## src/rtl/cfgl_pkg.sv

```systemverilog
// Shared types for the serial configuration loader.
// Assumes: error codes are visible at the top-level ports and must keep their values.
package cfgl_pkg;

    // Result codes reported on load_err
    typedef enum logic [1:0] {
        ERR_NONE        = 2'd0,
        ERR_EARLY_DONE  = 2'd1,
        ERR_TIMEOUT     = 2'd2,
        ERR_UNSUPPORTED = 2'd3
    } cfgl_err_e;

    // Sequencer phases
    typedef enum logic [2:0] {
        ST_IDLE,
        ST_PULSE,
        ST_CHECK,
        ST_WAIT,
        ST_DATA,
        ST_POLL,
        ST_FLUSH
    } cfgl_state_e;

    // Filler byte shifted out after the data
    localparam logic [7:0] FILL_BYTE = 8'hFF;

endpackage

```

## src/rtl/cfgl_sync.sv

```systemverilog
// Multi-flop synchroniser for the target's done pin.
// Assumes: the input is a slow level signal; STAGES >= 2.
module cfgl_sync #(
    parameter int STAGES = 2
) (
    input  logic clk,
    input  logic rst_n,
    input  logic d,
    output logic q
);

    logic [STAGES-1:0] ff;

    // Shift the raw level through the synchroniser chain
    always_ff @(posedge clk) begin
        if (!rst_n) ff <= '0;
        else        ff <= {ff[STAGES-2:0], d};
    end

    assign q = ff[STAGES-1];

endmodule

```

## src/rtl/cfgl_shifter.sv

```systemverilog
// Byte serialiser: shifts each byte MSB first on a divided serial clock.
// Data changes on the falling edge; the target samples on the rising edge.
// A new byte can be loaded on the very cycle that ends the current byte,
// so a steady supply of bytes gives an unbroken clock.
// Assumes: DIV_HALF >= 1 system clocks per serial half period.
module cfgl_shifter #(
    parameter int DIV_HALF = 2
) (
    input  logic       clk,
    input  logic       rst_n,
    input  logic       ld_vld,
    input  logic [7:0] ld_byte,
    output logic       ld_rdy,
    output logic       byte_end,
    output logic       sclk,
    output logic       sdo
);

    localparam int DW = (DIV_HALF > 1) ? $clog2(DIV_HALF) : 1;

    logic          active;
    logic          phase;      // 0: clock low half, 1: clock high half
    logic [2:0]    bit_cnt;
    logic [7:0]    sh;
    logic [DW-1:0] div_cnt;
    logic          tick;

    assign tick     = (div_cnt == DW'(DIV_HALF - 1));
    assign byte_end = active && tick && phase && (bit_cnt == 3'd7);
    assign ld_rdy   = !active || byte_end;
    assign sclk     = active && phase;
    assign sdo      = active ? sh[7] : 1'b1;

    // Load a byte, advance the half-period divider, shift on falling edges
    always_ff @(posedge clk) begin
        if (!rst_n) begin
            active  <= 1'b0;
            phase   <= 1'b0;
            bit_cnt <= 3'd0;
            sh      <= 8'hFF;
            div_cnt <= '0;
        end else if (ld_vld && ld_rdy) begin
            active  <= 1'b1;
            phase   <= 1'b0;
            bit_cnt <= 3'd0;
            sh      <= ld_byte;
            div_cnt <= '0;
        end else if (active) begin
            if (tick) begin
                div_cnt <= '0;
                if (!phase) begin
                    phase <= 1'b1;
                end else begin
                    phase <= 1'b0;
                    if (bit_cnt == 3'd7) begin
                        active <= 1'b0;
                    end else begin
                        sh      <= {sh[6:0], 1'b0};
                        bit_cnt <= bit_cnt + 3'd1;
                    end
                end
            end else begin
                div_cnt <= div_cnt + DW'(1);
            end
        end
    end

endmodule

```

## src/rtl/cfgl_sequencer.sv

```systemverilog
// Load sequencer: program pulse, early-done check, latency wait, data
// streaming, filler clocking with done polling, and timeout.
// Assumes: done_s is already synchronised; the shifter accepts a byte
// whenever ld_rdy is high.
module cfgl_sequencer
    import cfgl_pkg::*;
#(
    parameter int PULSE_CYC   = 100,
    parameter int LATENCY_CYC = 750000,
    parameter int TMO_W       = 32
) (
    input  logic             clk,
    input  logic             rst_n,
    input  logic             start_req,
    input  logic             start_partial,
    input  logic [TMO_W-1:0] tmo_limit,
    input  logic             done_s,
    input  logic             bs_valid,
    input  logic [7:0]       bs_data,
    input  logic             bs_last,
    output logic             bs_ready,
    output logic             ld_vld,
    output logic [7:0]       ld_byte,
    input  logic             ld_rdy,
    input  logic             byte_end,
    output logic             prog_n,
    output logic             busy,
    output logic             load_ok,
    output logic [1:0]       load_err,
    output logic             tgt_in_reset
);

    localparam int CMAX = (PULSE_CYC > LATENCY_CYC) ? PULSE_CYC : LATENCY_CYC;
    localparam int CW   = $clog2(CMAX + 1);

    cfgl_state_e      state;
    cfgl_err_e        err_q;
    logic [CW-1:0]    cnt;
    logic [TMO_W-1:0] tmo_cnt;
    logic             last_seen;
    logic             tmo_hit;

    assign tmo_hit      = (tmo_cnt >= tmo_limit);
    assign busy         = (state != ST_IDLE);
    assign load_err     = err_q;
    assign tgt_in_reset = (state == ST_IDLE) && !done_s;
    assign bs_ready     = (state == ST_DATA) && !last_seen && ld_rdy;

    // Choose what the shifter is offered: stream bytes or filler
    always_comb begin
        ld_byte = ((state == ST_DATA) && !last_seen) ? bs_data : FILL_BYTE;
        case (state)
            ST_DATA: ld_vld = last_seen ? byte_end : bs_valid;
            ST_POLL: ld_vld = byte_end && (done_s || !tmo_hit);
            default: ld_vld = 1'b0;
        endcase
    end

    // Phase sequencing, counters and result registers
    always_ff @(posedge clk) begin
        if (!rst_n) begin
            state     <= ST_IDLE;
            err_q     <= ERR_NONE;
            load_ok   <= 1'b0;
            prog_n    <= 1'b1;
            cnt       <= '0;
            tmo_cnt   <= '0;
            last_seen <= 1'b0;
        end else begin
            case (state)
                ST_IDLE: begin
                    if (start_req) begin
                        load_ok <= 1'b0;
                        if (start_partial) begin
                            err_q <= ERR_UNSUPPORTED;
                        end else begin
                            err_q     <= ERR_NONE;
                            prog_n    <= 1'b0;
                            cnt       <= '0;
                            last_seen <= 1'b0;
                            state     <= ST_PULSE;
                        end
                    end
                end
                ST_PULSE: begin
                    if (cnt == CW'(PULSE_CYC - 1)) begin
                        prog_n <= 1'b1;
                        cnt    <= '0;
                        state  <= ST_CHECK;
                    end else begin
                        cnt <= cnt + CW'(1);
                    end
                end
                ST_CHECK: begin
                    if (done_s) begin
                        err_q <= ERR_EARLY_DONE;
                        state <= ST_IDLE;
                    end else begin
                        cnt   <= '0;
                        state <= ST_WAIT;
                    end
                end
                ST_WAIT: begin
                    if (cnt == CW'(LATENCY_CYC - 1)) state <= ST_DATA;
                    else                             cnt   <= cnt + CW'(1);
                end
                ST_DATA: begin
                    if (bs_valid && bs_ready && bs_last) last_seen <= 1'b1;
                    if (last_seen && byte_end) begin
                        tmo_cnt <= '0;
                        state   <= done_s ? ST_FLUSH : ST_POLL;
                    end
                end
                ST_POLL: begin
                    if (tmo_cnt != '1) tmo_cnt <= tmo_cnt + TMO_W'(1);
                    if (byte_end) begin
                        if (done_s) begin
                            state <= ST_FLUSH;
                        end else if (tmo_hit) begin
                            err_q <= ERR_TIMEOUT;
                            state <= ST_IDLE;
                        end
                    end
                end
                ST_FLUSH: begin
                    if (byte_end) begin
                        load_ok <= 1'b1;
                        state   <= ST_IDLE;
                    end
                end
                default: state <= ST_IDLE;
            endcase
        end
    end

endmodule

```

## src/rtl/serial_cfg_loader.sv

```systemverilog
// Top level of the serial configuration loader: done synchroniser,
// load sequencer and byte serialiser.
// Assumes: tgt_done is asynchronous; all timing parameters are in system clocks.
module serial_cfg_loader #(
    parameter int DIV_HALF    = 5,
    parameter int PULSE_CYC   = 100,
    parameter int LATENCY_CYC = 750000,
    parameter int TMO_W       = 32,
    parameter int SYNC_STAGES = 2
) (
    input  logic             clk,
    input  logic             rst_n,
    input  logic             start_req,
    input  logic             start_partial,
    input  logic [TMO_W-1:0] tmo_limit,
    input  logic             bs_valid,
    input  logic [7:0]       bs_data,
    input  logic             bs_last,
    output logic             bs_ready,
    output logic             tgt_prog_n,
    output logic             tgt_sclk,
    output logic             tgt_sdo,
    input  logic             tgt_done,
    output logic             busy,
    output logic             load_ok,
    output logic [1:0]       load_err,
    output logic             tgt_in_reset
);

    logic       done_s;
    logic       ld_vld;
    logic [7:0] ld_byte;
    logic       ld_rdy;
    logic       byte_end;

    cfgl_sync #(.STAGES(SYNC_STAGES)) i_sync (
        .clk   (clk),
        .rst_n (rst_n),
        .d     (tgt_done),
        .q     (done_s)
    );

    cfgl_sequencer #(
        .PULSE_CYC   (PULSE_CYC),
        .LATENCY_CYC (LATENCY_CYC),
        .TMO_W       (TMO_W)
    ) i_seq (
        .clk           (clk),
        .rst_n         (rst_n),
        .start_req     (start_req),
        .start_partial (start_partial),
        .tmo_limit     (tmo_limit),
        .done_s        (done_s),
        .bs_valid      (bs_valid),
        .bs_data       (bs_data),
        .bs_last       (bs_last),
        .bs_ready      (bs_ready),
        .ld_vld        (ld_vld),
        .ld_byte       (ld_byte),
        .ld_rdy        (ld_rdy),
        .byte_end      (byte_end),
        .prog_n        (tgt_prog_n),
        .busy          (busy),
        .load_ok       (load_ok),
        .load_err      (load_err),
        .tgt_in_reset  (tgt_in_reset)
    );

    cfgl_shifter #(.DIV_HALF(DIV_HALF)) i_shift (
        .clk      (clk),
        .rst_n    (rst_n),
        .ld_vld   (ld_vld),
        .ld_byte  (ld_byte),
        .ld_rdy   (ld_rdy),
        .byte_end (byte_end),
        .sclk     (tgt_sclk),
        .sdo      (tgt_sdo)
    );

endmodule

```

## config.mk

```make
export PLATFORM = sky130hd
export DESIGN_NAME = serial_cfg_loader
export DESIGN_NICKNAME = d
export VERILOG_FILES = /design/src/rtl/cfgl_pkg.sv /design/src/rtl/cfgl_sync.sv /design/src/rtl/cfgl_shifter.sv /design/src/rtl/cfgl_sequencer.sv /design/src/rtl/serial_cfg_loader.sv
export SDC_FILE = /design/constraint.sdc
export NUM_CORES = 1
export LEC_CHECK = 0
export ABC_AREA = 1
export BUFFER_PORTS_ARGS = -buffer_cell sky130_fd_sc_hd__buf_2
export CAP_MARGIN = 15
export CORE_ASPECT_RATIO = 0.5
export CORE_UTILIZATION = 45
export DETAILED_ROUTE_END_ITERATION = 6
export PLACE_DENSITY = 0.63
export SYNTH_ARGS = -nofsm -noshare
export SYNTH_HDL_FRONTEND = slang
export SYNTH_SLANG_ARGS = --single-unit
```

## constraint.sdc

```tcl
create_clock -name clk -period 1.8 [get_ports clk]
set_input_delay 0 -clock clk [delete_from_list [all_inputs] [get_ports clk]]
set_output_delay 0 -clock clk [all_outputs]
set_load 0.01 [all_outputs]
```

==> summary.txt <==
Hold path
  • Hold Path Class: primary input to register
  • Hold-critical path depth: 5

GRT
  • Initial antenna violation count: 0
  • Largest net degree at the start of global routing: 24
  • GRT Resource Usage Total: 25.8%
  • Vias in the first global route: 5778
  • Total congestion overflow: 0
  • First-pass GRT wire length: 25900 um

Timing
  • RSZ-0062 raised after global routing: yes
  • WHS: 0.0714 ns
  • Setup violators final: 49
  • Worst-margin pin slew: 0.502 ns
  • Final period utilization: 111%
  • Clock Skew: 0.00793 ns
  • Final min period: 1.99 ns
  • Worst Setup Slack, final: -0.192 ns
  • F_max: 0.502 GHz
  • Final slew viol count: 0
  • Max transition margin: 66.5%
  • Hold Fails Final Rpt: 0

Power
  • Worst VDD drop: 0.526 mV
  • Gate power share: 46.1%
  • Leakage: 3.78 nW
  • Tot Pwr: 0.00687 W
  • Power per Cell Area: 814 nW/um2
  • Share of power burned in the clock network: 25.3%
  • Cell Int Power: 0.00421 W
  • Switch Pwr: 0.00266 W
  • Sw frac: 38.7%
  • Part of the power in registers: 28.6%

Placement
  • I/O Buffers: 55
  • HPWL Detailed: 11500 um
  • Post-Place Cell Area: 6990 um2
  • Post-place setup slack: -0.304 ns
  • Placer Congestion: 0.905

Synth
  • Seq cells post-synth: 78
  • EDFF count, synth: 0
  • Syn avg cell area: 6.64 um2
  • Cell area after synthesis: 5480 um2
  • Ys async rst share: 0%
  • Post-synthesis sequential area ratio: 28.5%
  • Synthesis Warnings: 0
  • Synth cell types: 50
  • Post-Syn Instances: 826
  • Synth Net Count: 911
  • Post-synth top flop: dfxtp_1

Layout
  • Layout cells sized above 1: 42.9%
  • N_diodes: 0
  • Layout area overhead: 53.8%
  • Fin area: 8440 um2
  • Final #Nets: 1138

Clock tree
  • Clock buffer depth: 2
  • Worst-path clk slew: 0.06 ns
  • Total CTS buffers: 9
  • TritonCTS clock tree: built
  • # H-tree levels: 3
  • Num Clock Sinks: 78
  • Worst-Skew Late Latency: 0.34 ns
  • Root Driver: clkbuf_16

Status
  • Failing checks: setup timing
  • Status: finished with violations

Routing
  • Routed Antenna Nets: 0
  • Vias: 6204
  • Drt first pass iters: 5
  • Final WL: 16400 um
  • Iter 0 DRT Violations: 291
  • Avg Vias per Cell: 5.07
  • Routed wire per std cell: 13.4 um
  • DRC viols: 0

Setup path
  • Worst path slowest cell: dfxtp_2
  • Most Frequent Cell on Critical Path: nand2_2
  • Worst Reg-to-Reg Cells: 15
  • Max FO, Critical Path: 8
  • Crit path DAT: 2.21 ns
  • CP Capture Type: register
  • Critical Path, Cell by Cell: ha_4, a21o_1, nor2_2, nand2_2, nor2_2, nand2_2, nand2_2, nand2_2, nand2_2, nand2_2, nand2_4, buf_8, nand2_1, nand2_1, nand3_1
  • Critical setup path kind: register to register
  • Max incr delay on CP: 0.35 ns
  • Critical Path RT: 2.02 ns
  • Critical path startpoint category: register

Flow run
  • Max-cap viol count: 0

Floorplan
  • DIE AREA: 12700 um2
  • Initial Utilization: 46.3%
  • Core Area: 11800 um2
  • I/O pin count: 56
  • Die X-Extent: 158 um
  • Row count: 28
  • Chip Height: 80.1 um
power by group through the flow:
stage               clock (W)  sequential, W  combinational [W]
floorplan                   0        0.00197            0.00148
global placement            0        0.00197            0.00223
detailed placement          0        0.00198            0.00225
CTS                   0.00177        0.00195            0.00270
global route          0.00184        0.00198            0.00342
finish                0.00173        0.00196            0.00317
repair_timing:
action,4_1_cts,5_1_grt
pin swaps,23,62
setup buffers,26,11
endpoints found under the hold margin,14,0
gates resized for setup,62,132
endpoints found under the setup margin,66,72
hold buffers,12,0
cloned,2,1
cell families (layout without fill, tap and decap cells):
| logic type | count (synthesis) | count (layout) | synth area share [%] |
|---|---|---|---|
| buffers and inverters | 147 | 376 | 11.2 |
| and+or+nand+nor | 431 | 433 | 37.7 |
| xor gates and xnor gates | 9 | 9 | 1.44 |
| AOI/OAI and AO/OA | 123 | 124 | 12.5 |
| DFF | 78 | 78 | 28.5 |
| adders and majority gates | 38 | 38 | 8.67 |
cells in the final DEF (no fill, tap or decap), types with 4 or more instances in the layout:
master	synthesis	final
inv_2	9	15
nand2_1	189	155
o21ai_2	0	5
o21ai_1	16	19
xor2_1	6	6
a21oi_2	0	15
buf_4	2	149
nor3_2	5	11
nor4_2	2	6
buf_6	2	10
nand4_1	18	18
nand2_2	3	33
inv_1	116	109
ha_4	0	18
dfxtp_2	0	28
nor2_1	86	67
dlygate4sd3_1	0	12
nand3_1	49	39
ha_1	38	18
nor3_4	2	4
nor3_1	28	20
dfxtp_1	78	50
clkbuf_16	0	9
nor2_2	7	14
nand3_2	5	12
nand2_4	6	11
o21ai_0	18	9
or2_2	4	4
a21oi_1	70	54
nor4_1	11	4
nor2_4	5	17
buf_2	5	54
metal layers:
metal,global-route usage (%),wire length (um)
met1,30.8,7100
met4,7.40,242
met5,0,0
met2,47.2,8310
met3,4.70,697
critical path, delay by kind of cell (launching register included):
kind	cells	cell delay, ns
adder cells (fa/ha/maj)	1	0.20
flip-flops	1	0.35
AND/OR/NAND/NOR	12	0.99
buffers and inverters	1	0.15
AO/OA/AOI/OAI	1	0.18
stage by stage:
step           utilization, %  TNS [ns]  cells
4_1_cts                  66.1     -5.98   1214
5_1_grt                  71.2    -11.16   1223
2_1_floorplan               -   -0.0563    826
3_5_place_dp             59.0     -9.78   1158
3_3_place_gp             59.0     -8.28   1158
6_report                 71.2     -4.67   1223
synth_stat cells, types with 3 or more instances:
master    instances  area [um2]
a21oi_1          70         350
a31oi_1           3        18.8
buf_1             3        11.3
buf_2             5        25.0
clkbuf_1          3        11.3
dfxtp_1          78        1560
ha_1             38         475
inv_1           116         435
inv_2             9        33.8
nand2_1         189         709
nand2_2           3        18.8
nand2_4           6        67.6
nand3_1          49         245
nand3_2           5        50.1
nand3b_1          3        22.5
nand4_1          18         113
nand4_2           4        50.1
nor2_1           86         323
nor2_2            7        43.8
nor2_4            5        56.3
nor3_1           28         140
nor3_2            5        50.1
nor4_1           11        68.8
o211ai_1          3        22.5
o21ai_0          18        90.1
o21ai_1          16        80.1
or2_2             4        25.0
xnor2_1           3        26.3
xor2_1            6        52.6
state kept, by name, indices dropped and copies added (netlist names):
| signal | flops |
|---|---|
| i_seq.cnt | 20 |
| i_seq.load_ok | 1 |
| i_seq.state | 3 |
| i_seq.tmo_cnt | 32 |
| i_sync.ff | 2 |
| i_shift.sh | 8 |
| i_shift.bit_cnt | 3 |
| i_seq.prog_n | 1 |
| i_shift.div_cnt | 3 |
| i_shift.active | 1 |
| i_seq.last_seen | 1 |
| i_shift.phase | 1 |
| i_seq.load_err | 2 |
worst paths after layout:
check / from / to / slack (ns)
worst max register to register: i_seq.tmo_cnt[15] / i_shift.sh[6] / -0.19
worst min register to register: i_sync.ff[0] / i_sync.ff[1] / 0.42
worst min-delay path: start_partial / i_seq.prog_n / 0.07
worst max-delay path: i_seq.tmo_cnt[15] / i_shift.sh[6] / -0.19
layout make-up:
cell class	instances	area, um2
multi-input combinational	604	4140
inverter	130	509
clock inverter	6	46.3
sequential	78	1600
fill	951	3410
tap	165	206
clock buffer	10	229
timing repair buffer	230	1710
Note: power is estimated with default switching activity, not from simulation.
